==> config.mk <==
export PLATFORM = sky130hd
export DESIGN_NAME = wayguess_lookup
export DESIGN_NICKNAME = d
export VERILOG_FILES = /design/src/rtl/wayguess_pkg.sv /design/src/rtl/wayguess_tags.sv /design/src/rtl/wayguess_bits.sv /design/src/rtl/wayguess_satcnt.sv /design/src/rtl/wayguess_lookup.sv
export SDC_FILE = /design/constraint.sdc
export NUM_CORES = 1
export LEC_CHECK = 0
export ABC_AREA = 0
export BUFFER_PORTS_ARGS = -buffer_cell sky130_fd_sc_hd__buf_2
export CAP_MARGIN = 20
export CORE_MARGIN = 5
export CORE_UTILIZATION = 35
export DETAILED_ROUTE_END_ITERATION = 8
export GPL_TIMING_DRIVEN = 0
export PLACE_DENSITY = 0.46
export SLEW_MARGIN = 15
export SYNTH_ARGS = -nofsm -noshare
export SYNTH_HDL_FRONTEND = slang
export SYNTH_HIERARCHICAL = 1
export SYNTH_SLANG_ARGS = --single-unit
==> constraint.sdc <==
create_clock -name clk -period 5.8 [get_ports clk]
set_clock_uncertainty 0.2 [all_clocks]
set_input_delay 0 -clock clk [delete_from_list [all_inputs] [get_ports clk]]
set_output_delay 0 -clock clk [all_outputs]
set_load 0.1 [all_outputs]
==> src/rtl/wayguess_pkg.sv <==
package wayguess_pkg;

    localparam int NUM_WAYS = 2;

    typedef enum logic [1:0] {
        ST_IDLE    = 2'd0,
        ST_PROBE2  = 2'd1,
        ST_RESOLVE = 2'd2
    } lookup_state_e;

    typedef struct packed {
        logic hit;
        logic way;
        logic slow;
    } lookup_rsp_t;

    function automatic logic other_way(input logic w);
        return ~w;
    endfunction

endpackage

==> src/rtl/wayguess_tags.sv <==
module wayguess_tags import wayguess_pkg::*; #(
    parameter int IDX_W = 4,
    parameter int TAG_W = 10
) (
    input  logic                clk,
    input  logic                rst,
    input  logic [IDX_W-1:0]    cmp_idx,
    input  logic [TAG_W-1:0]    cmp_tag,
    output logic [NUM_WAYS-1:0] hit_vec,
    input  logic                wr_en,
    input  logic                wr_way,
    input  logic [IDX_W-1:0]    wr_idx,
    input  logic [TAG_W-1:0]    wr_tag
);
    localparam int SETS = 1 << IDX_W;

    for (genvar w = 0; w < NUM_WAYS; w++) begin : g_way
        logic [TAG_W-1:0] tag_mem [SETS];
        logic [SETS-1:0]  vld_q;
        logic             sel;

        assign sel = wr_en && (wr_way == 1'(w));

        always_ff @(posedge clk) begin
            if (rst) begin
                vld_q <= '0;
            end else if (sel) begin
                vld_q[wr_idx] <= 1'b1;
            end
        end

        always_ff @(posedge clk) begin
            if (sel) begin
                tag_mem[wr_idx] <= wr_tag;
            end
        end

        assign hit_vec[w] = vld_q[cmp_idx] && (tag_mem[cmp_idx] == cmp_tag);
    end

endmodule

==> src/rtl/wayguess_bits.sv <==
module wayguess_bits #(
    parameter int IDX_W = 4
) (
    input  logic             clk,
    input  logic             rst,
    input  logic [IDX_W-1:0] pred_rd_idx,
    output logic             pred_rd,
    input  logic [IDX_W-1:0] lru_rd_idx,
    output logic             lru_rd,
    input  logic             pred_wr_en,
    input  logic [IDX_W-1:0] pred_wr_idx,
    input  logic             pred_wr_way,
    input  logic             lru_wr_en,
    input  logic [IDX_W-1:0] lru_wr_idx,
    input  logic             lru_wr_mru
);
    localparam int SETS = 1 << IDX_W;

    logic [SETS-1:0] pred_q;
    logic [SETS-1:0] victim_q;

    always_ff @(posedge clk) begin
        if (rst) begin
            pred_q <= '0;
        end else if (pred_wr_en) begin
            pred_q[pred_wr_idx] <= pred_wr_way;
        end
    end

    // victim bit holds the way to replace next: the one not used last
    always_ff @(posedge clk) begin
        if (rst) begin
            victim_q <= '0;
        end else if (lru_wr_en) begin
            victim_q[lru_wr_idx] <= ~lru_wr_mru;
        end
    end

    assign pred_rd = pred_q[pred_rd_idx];
    assign lru_rd  = victim_q[lru_rd_idx];

endmodule

==> src/rtl/wayguess_satcnt.sv <==
module wayguess_satcnt #(
    parameter int W = 8
) (
    input  logic         clk,
    input  logic         rst,
    input  logic         inc,
    output logic [W-1:0] cnt
);
    localparam logic [W-1:0] MAXV = '1;

    logic [W-1:0] cnt_q;

    always_ff @(posedge clk) begin
        if (rst) begin
            cnt_q <= '0;
        end else if (inc && (cnt_q != MAXV)) begin
            cnt_q <= cnt_q + 1'b1;
        end
    end

    assign cnt = cnt_q;

    p_cnt_hold_max_r9: assert property (@(posedge clk) disable iff (rst)
        (cnt_q == MAXV) |=> (cnt_q == MAXV));

    p_cnt_step_r9: assert property (@(posedge clk) disable iff (rst)
        (inc && (cnt_q != MAXV)) |=> (cnt_q == $past(cnt_q) + 1'b1));

endmodule

==> src/rtl/wayguess_lookup.sv <==
module wayguess_lookup import wayguess_pkg::*; #(
    parameter int ADDR_W = 16,
    parameter int OFF_W  = 2,
    parameter int IDX_W  = 4,
    parameter int CNT_W  = 8
) (
    input  logic              clk,
    input  logic              rst,
    input  logic              req_valid,
    input  logic [ADDR_W-1:0] req_addr,
    output logic              req_ready,
    input  logic              fill_valid,
    input  logic [ADDR_W-1:0] fill_addr,
    output logic              rsp_valid,
    output logic              rsp_hit,
    output logic              rsp_way,
    output logic              rsp_slow,
    output logic [CNT_W-1:0]  cnt_right,
    output logic [CNT_W-1:0]  cnt_wrong
);
    localparam int TAG_W = ADDR_W - IDX_W - OFF_W;

    lookup_state_e state_q;

    logic [IDX_W-1:0] req_idx, fill_idx, idx_q, cmp_idx;
    logic [TAG_W-1:0] req_tag, fill_tag, tag_q, cmp_tag;
    logic             first_way_q, hit2_q;
    logic [NUM_WAYS-1:0] hit_vec;
    logic             pred_way, victim_way, probe_way, probe_hit;
    logic             in_idle, in_resolve;
    logic             fill_go, accept, fast_hit, slow_hit_done;
    logic             pred_wr_en, pred_wr_way;
    logic [IDX_W-1:0] pred_wr_idx;
    logic             lru_wr_en, lru_wr_mru;
    logic [IDX_W-1:0] lru_wr_idx;
    lookup_rsp_t      rsp_q;
    logic             rsp_valid_q;
    logic             unused_offsets;

    // address fields
    assign req_idx  = req_addr[OFF_W +: IDX_W];
    assign req_tag  = req_addr[ADDR_W-1 -: TAG_W];
    assign fill_idx = fill_addr[OFF_W +: IDX_W];
    assign fill_tag = fill_addr[ADDR_W-1 -: TAG_W];
    assign unused_offsets = ^{req_addr[OFF_W-1:0], fill_addr[OFF_W-1:0]};

    assign in_idle    = (state_q == ST_IDLE);
    assign in_resolve = (state_q == ST_RESOLVE);

    // first probe uses the live request, second probe the latched one
    assign cmp_idx   = in_idle ? req_idx : idx_q;
    assign cmp_tag   = in_idle ? req_tag : tag_q;
    assign probe_way = in_idle ? pred_way : other_way(first_way_q);
    assign probe_hit = hit_vec[probe_way];

    assign fill_go       = in_idle && fill_valid;
    assign req_ready     = in_idle && !fill_valid;
    assign accept        = req_valid && req_ready;
    assign fast_hit      = accept && probe_hit;
    assign slow_hit_done = in_resolve && hit2_q;

    // guess updates: refill points at written way, slow hit at the other way
    assign pred_wr_en  = fill_go || slow_hit_done;
    assign pred_wr_idx = fill_go ? fill_idx : idx_q;
    assign pred_wr_way = fill_go ? victim_way : other_way(first_way_q);

    // recency updates: every hit and every refill marks a way as used
    assign lru_wr_en  = fill_go || fast_hit || slow_hit_done;
    assign lru_wr_idx = fill_go ? fill_idx : (fast_hit ? req_idx : idx_q);
    assign lru_wr_mru = fill_go ? victim_way
                      : (fast_hit ? pred_way : other_way(first_way_q));

    wayguess_tags #(
        .IDX_W (IDX_W),
        .TAG_W (TAG_W)
    ) u_tags (
        .clk     (clk),
        .rst     (rst),
        .cmp_idx (cmp_idx),
        .cmp_tag (cmp_tag),
        .hit_vec (hit_vec),
        .wr_en   (fill_go),
        .wr_way  (victim_way),
        .wr_idx  (fill_idx),
        .wr_tag  (fill_tag)
    );

    wayguess_bits #(
        .IDX_W (IDX_W)
    ) u_bits (
        .clk         (clk),
        .rst         (rst),
        .pred_rd_idx (req_idx),
        .pred_rd     (pred_way),
        .lru_rd_idx  (fill_idx),
        .lru_rd      (victim_way),
        .pred_wr_en  (pred_wr_en),
        .pred_wr_idx (pred_wr_idx),
        .pred_wr_way (pred_wr_way),
        .lru_wr_en   (lru_wr_en),
        .lru_wr_idx  (lru_wr_idx),
        .lru_wr_mru  (lru_wr_mru)
    );

    wayguess_satcnt #(.W(CNT_W)) u_cnt_right (
        .clk (clk),
        .rst (rst),
        .inc (fast_hit),
        .cnt (cnt_right)
    );

    wayguess_satcnt #(.W(CNT_W)) u_cnt_wrong (
        .clk (clk),
        .rst (rst),
        .inc (slow_hit_done),
        .cnt (cnt_wrong)
    );

    // sequencing
    always_ff @(posedge clk) begin
        if (rst) begin
            state_q     <= ST_IDLE;
            idx_q       <= '0;
            tag_q       <= '0;
            first_way_q <= 1'b0;
            hit2_q      <= 1'b0;
        end else begin
            case (state_q)
                ST_IDLE: begin
                    if (accept && !probe_hit) begin
                        state_q     <= ST_PROBE2;
                        idx_q       <= req_idx;
                        tag_q       <= req_tag;
                        first_way_q <= pred_way;
                    end
                end
                ST_PROBE2: begin
                    hit2_q  <= probe_hit;
                    state_q <= ST_RESOLVE;
                end
                default: begin
                    state_q <= ST_IDLE;
                end
            endcase
        end
    end

    // result register
    always_ff @(posedge clk) begin
        if (rst) begin
            rsp_valid_q <= 1'b0;
            rsp_q       <= '0;
        end else begin
            rsp_valid_q <= fast_hit || in_resolve;
            if (fast_hit) begin
                rsp_q <= '{hit: 1'b1, way: pred_way, slow: 1'b0};
            end else if (in_resolve) begin
                rsp_q <= '{hit: hit2_q, way: other_way(first_way_q), slow: 1'b1};
            end
        end
    end

    assign rsp_valid = rsp_valid_q;
    assign rsp_hit   = rsp_q.hit;
    assign rsp_way   = rsp_q.way;
    assign rsp_slow  = rsp_q.slow;

    p_fast_result_r3: assert property (@(posedge clk) disable iff (rst)
        fast_hit |=> (rsp_valid && rsp_hit && !rsp_slow));

    p_slow_after_stall_r4: assert property (@(posedge clk) disable iff (rst)
        (rsp_valid && rsp_slow) |-> $past(!req_ready));

    p_busy_two_cycles_r6: assert property (@(posedge clk) disable iff (rst)
        (accept && !probe_hit) |=> !req_ready ##1 !req_ready);

    p_fill_no_result_r10: assert property (@(posedge clk) disable iff (rst)
        fill_go |=> !rsp_valid);

endmodule

==> flow_metrics.py <==
metrics = {
    "drt": {
        "drtIter0Drc": 859,
        "antenna_left": 0,
        "dr.pass1.iters": 5,
        "drc_errors": 0,
        "route.vias.total": 10988,
        "wirelength_um": 51700,
        "wire_per_inst_um": 24.9,
        "via_per_inst": 5.29,
    },
    "power_and_ir_drop": {
        "power.share.clock": 0.411,
        "p_int_uw": 5140,
        "powerDensity_nw_per_um2": 314,
        "vdd_drop_max_mv": 0.193,
        "p_comb_frac": 0.101,
        "leakage_uw": 0.00731,
        "power.share.switching": 0.237,
        "totalPowerFinal_uw": 6740,
        "sequentialPowerShare": 0.488,
        "switchingPower_uw": 1600,
    },
    "logic_synthesis": {
        "synth_top_area_frac": 0.536,
        "yosys_most_used_dff": "edfxtp_1",
        "yosys.area.top_type": "edfxtp_1",
        "synth_area_sq_um": 17900,
        "avgSynthCellArea_sq_um": 15.1,
        "syn_nets": 1221,
        "synth_edf_count": 320,
        "yosysWarnings": 6,
        "yosys-top-cells-area": "edfxtp_1 54%, dfxtp_1 11%, mux4_2 6.5%, mux2i_1 4.7%, mux2_2 3.2%",
        "seq_area_frac_synth": 0.650,
        "ys_async_sr_fraction": 0,
        "yosysUniqueCellTypes": 74,
        "synth-seq-cells": 422,
        "syn-instance-count": 1183,
    },
    "clock_network": {
        "cts-buffers-inserted": 47,
        "clk_pin_slew_ns": 0.06,
        "clkLatencyLatePin_ns": 0.57,
        "cts.sinks": 422,
        "clk_path_buf_depth": 3,
        "cts_tree": "built",
        "htreeDepth": 2,
        "clockRootBuffer": "clkbuf_16",
    },
    "grt": {
        "grt_pass1_wl_um": 75400,
        "grt_pass1_vias": 10820,
        "grt_max_degree": 33,
        "grt_use_total": 0.183,
        "antenna_found_initial": 2,
        "grt_overflow": 0,
    },
    "sta": {
        "timing.final.crit_share": 0.951,
        "layout_min_cycle_time_ns": 5.52,
        "finalSetupTns_ns": 0,
        "drv_slew": 0,
        "fmax_mhz": 181,
        "setup-violations-final": 0,
        "final_hold_viol_count": 0,
        "worstMarginPinSlew_ns": 0.957,
        "max_slew_margin": 0.362,
    },
    "layout": {
        "fin_nets": 1401,
        "area_delta_synth_final_pct": 20.0,
        "layout-drive-gt1-share": 0.267,
        "diodes": 0,
        "final_common_cell": "edfxtp_1",
        "utilization": 0.421,
        "layout_common_cells": "320 x edfxtp_1, 102 x dfxtp_1, 96 x nor2_1, 82 x mux2i_1, 63 x buf_2",
        "fillers": 4679,
        "fin_area_sq_um": 21500,
    },
    "placed_design": {
        "routabilityCongestion": 0.810,
        "dpl.hpwl_um": 35300,
        "dpl_cell_area_sq_um": 19400,
        "numPortBuffers": 52,
    },
    "setup_path": {
        "path_class": "flip-flop to flip-flop",
        "cp_data_required_time_ns": 6.06,
        "r2r_start": "state_q[0]",
        "critPathLaunchType": "flip-flop",
        "crit_path_top_delay_cell": "a2111oi_4",
        "path_cells": "buf_6 > nor2_4 > mux2_2 > buf_6 > buf_6 > buf_2 > buf_4 > mux2i_2 > xor2_1 > nand3_1 > a2111oi_4 > or3b_4 > a21oi_4 > buf_6 > mux2i_1 > a21oi_2 > and3_1 > buf_2 > a21oi_1 > a311oi_1",
        "crit_fanout": 10,
        "cp_common_cell": "buf_6",
        "critPathArrivalTime_ns": 5.78,
        "cp_slowest_stage_delay_ns": 0.54,
        "critPathLaunch": "state_q[0]",
        "cp-end-kind": "flip-flop",
    },
    "die": {
        "initial_core_util": 0.351,
        "core_sq_um": 51000,
        "die_h_um": 236,
        "dieArea_sq_um": 55800,
        "io-pin-count": 57,
        "rows": 83,
        "fp.dieW_um": 236,
    },
    "worst_hold_path": {
        "hold_class": "flip-flop to flip-flop",
        "hp-start": "u_tags/g_way[0].vld_q[15]",
    },
    "job": {
        "cap_violations": 0,
    },
    "status": {
        "outcome": "finished, final reports clean",
    },
}
==> logic make-up after synthesis <==
| group | after synthesis | share of synthesized area |
|---|---|---|
| flops | 422 | 0.650 |
| simple gates | 275 | 0.0763 |
| mux | 200 | 0.161 |
| compound gates | 177 | 0.0687 |
| buf+inv | 77 | 0.0268 |
| xor+xnor | 30 | 0.0151 |
| fa+ha+maj | 2 | 0.00140 |
==> worst max-delay path, delay by kind of cell (launching register included) <==
| kind | cells | cell delay, ns |
|---|---|---|
| XOR/XNOR | 1 | 0.23 |
| multiplexers | 3 | 0.67 |
| flip-flops | 1 | 0.31 |
| buffers and inverters | 7 | 1.58 |
| AO/OA/AOI/OAI | 5 | 1.35 |
| AND/OR/NAND/NOR | 4 | 1.05 |
==> synthesized netlist by cell type, types with 15 or more instances <==
cell type,number
a311oi_1,19
nor2_1,120
xor2_1,17
mux4_2,52
edfxtp_1,320
nor3_1,17
clkbuf_1,21
o21ai_0,23
buf_6,15
nand3_1,22
dfxtp_1,102
buf_2,22
mux2_2,51
nand2_1,36
a21oi_1,55
mux2i_1,85
==> through the flow <==
stage                     setup slack [ns]  hold slack, ns  instances
after floorplan                      0.844          -0.128       1183
after global placement               -1.01          0.0732       1915
after detailed placement            -0.951          0.0844       1940
after CTS                           0.0101           0.272       2074
after global routing               -0.0123           0.289       2078
final                                0.283           0.266       2078
==> worst paths after layout <==
kind,end,slack (ns),cells past startpoint
worst max-delay path,u_bits/victim_q[12],0.28,20
worst min-delay path,u_tags/g_way[0].vld_q[15],0.27,2
worst max register to register,u_bits/victim_q[12],0.28,20
worst min register to register,u_tags/g_way[0].vld_q[15],0.27,2
==> cell type report <==
class	count	area, sq um	area share
inverter	9	33.8	0.00157
sequential	422	11700	0.542
clock inverter	21	150	0.00699
tap	680	851	0.0396
multi-input combinational	684	6010	0.280
buffer	65	478	0.0222
clock buffer	63	1260	0.0585
timing repair buffer	134	1060	0.0494
==> timing repair <==
action / 4_1_cts / 5_1_grt
endpoints found under the setup margin: 24 / 24
resized for setup: 16 / 32
setup buffers: 4 / 7
hold buffers: 46 / 0
pin swaps: 3 / 15
hold endpoints to repair: 381 / 0
==> layer usage <==
| layer | GRT usage | routed length [um] | part of all wire | up-vias |
|---|---|---|---|---|
| met2 | 0.303 | 25200 | 0.49 | 232 |
| met5 | 0 | 13 | 0.00025 | - |
| met1 | 0.253 | 23500 | 0.45 | 5716 |
| met4 | 0.0474 | 977 | 0.019 | 2 |
| met3 | 0.0276 | 2060 | 0.040 | 61 |
| li1 | - | - | - | 4977 |
==> sequential cells by signal, indices dropped and copies added (netlist names), 2 cells and up <==
register              cells
state_q                   2
u_bits/pred_q            16
u_cnt_wrong/cnt           8
u_tags/g_way.tag_mem    320
u_tags/g_way.vld_q       32
idx_q                     4
u_bits/victim_q          16
tag_q                    10
u_cnt_right/cnt           8
==> power groups by stage <==
stage          sequential, uW  clock [uW]  combinational, uW
3_5_place_dp             3350           0                636
6_report                 3290        2770                683
3_3_place_gp             3350           0                630
2_1_floorplan            3350           0                390
4_1_cts                  3290        2870                677
5_1_grt                  3290        3000                731
Power figures use the tool's default switching activity.
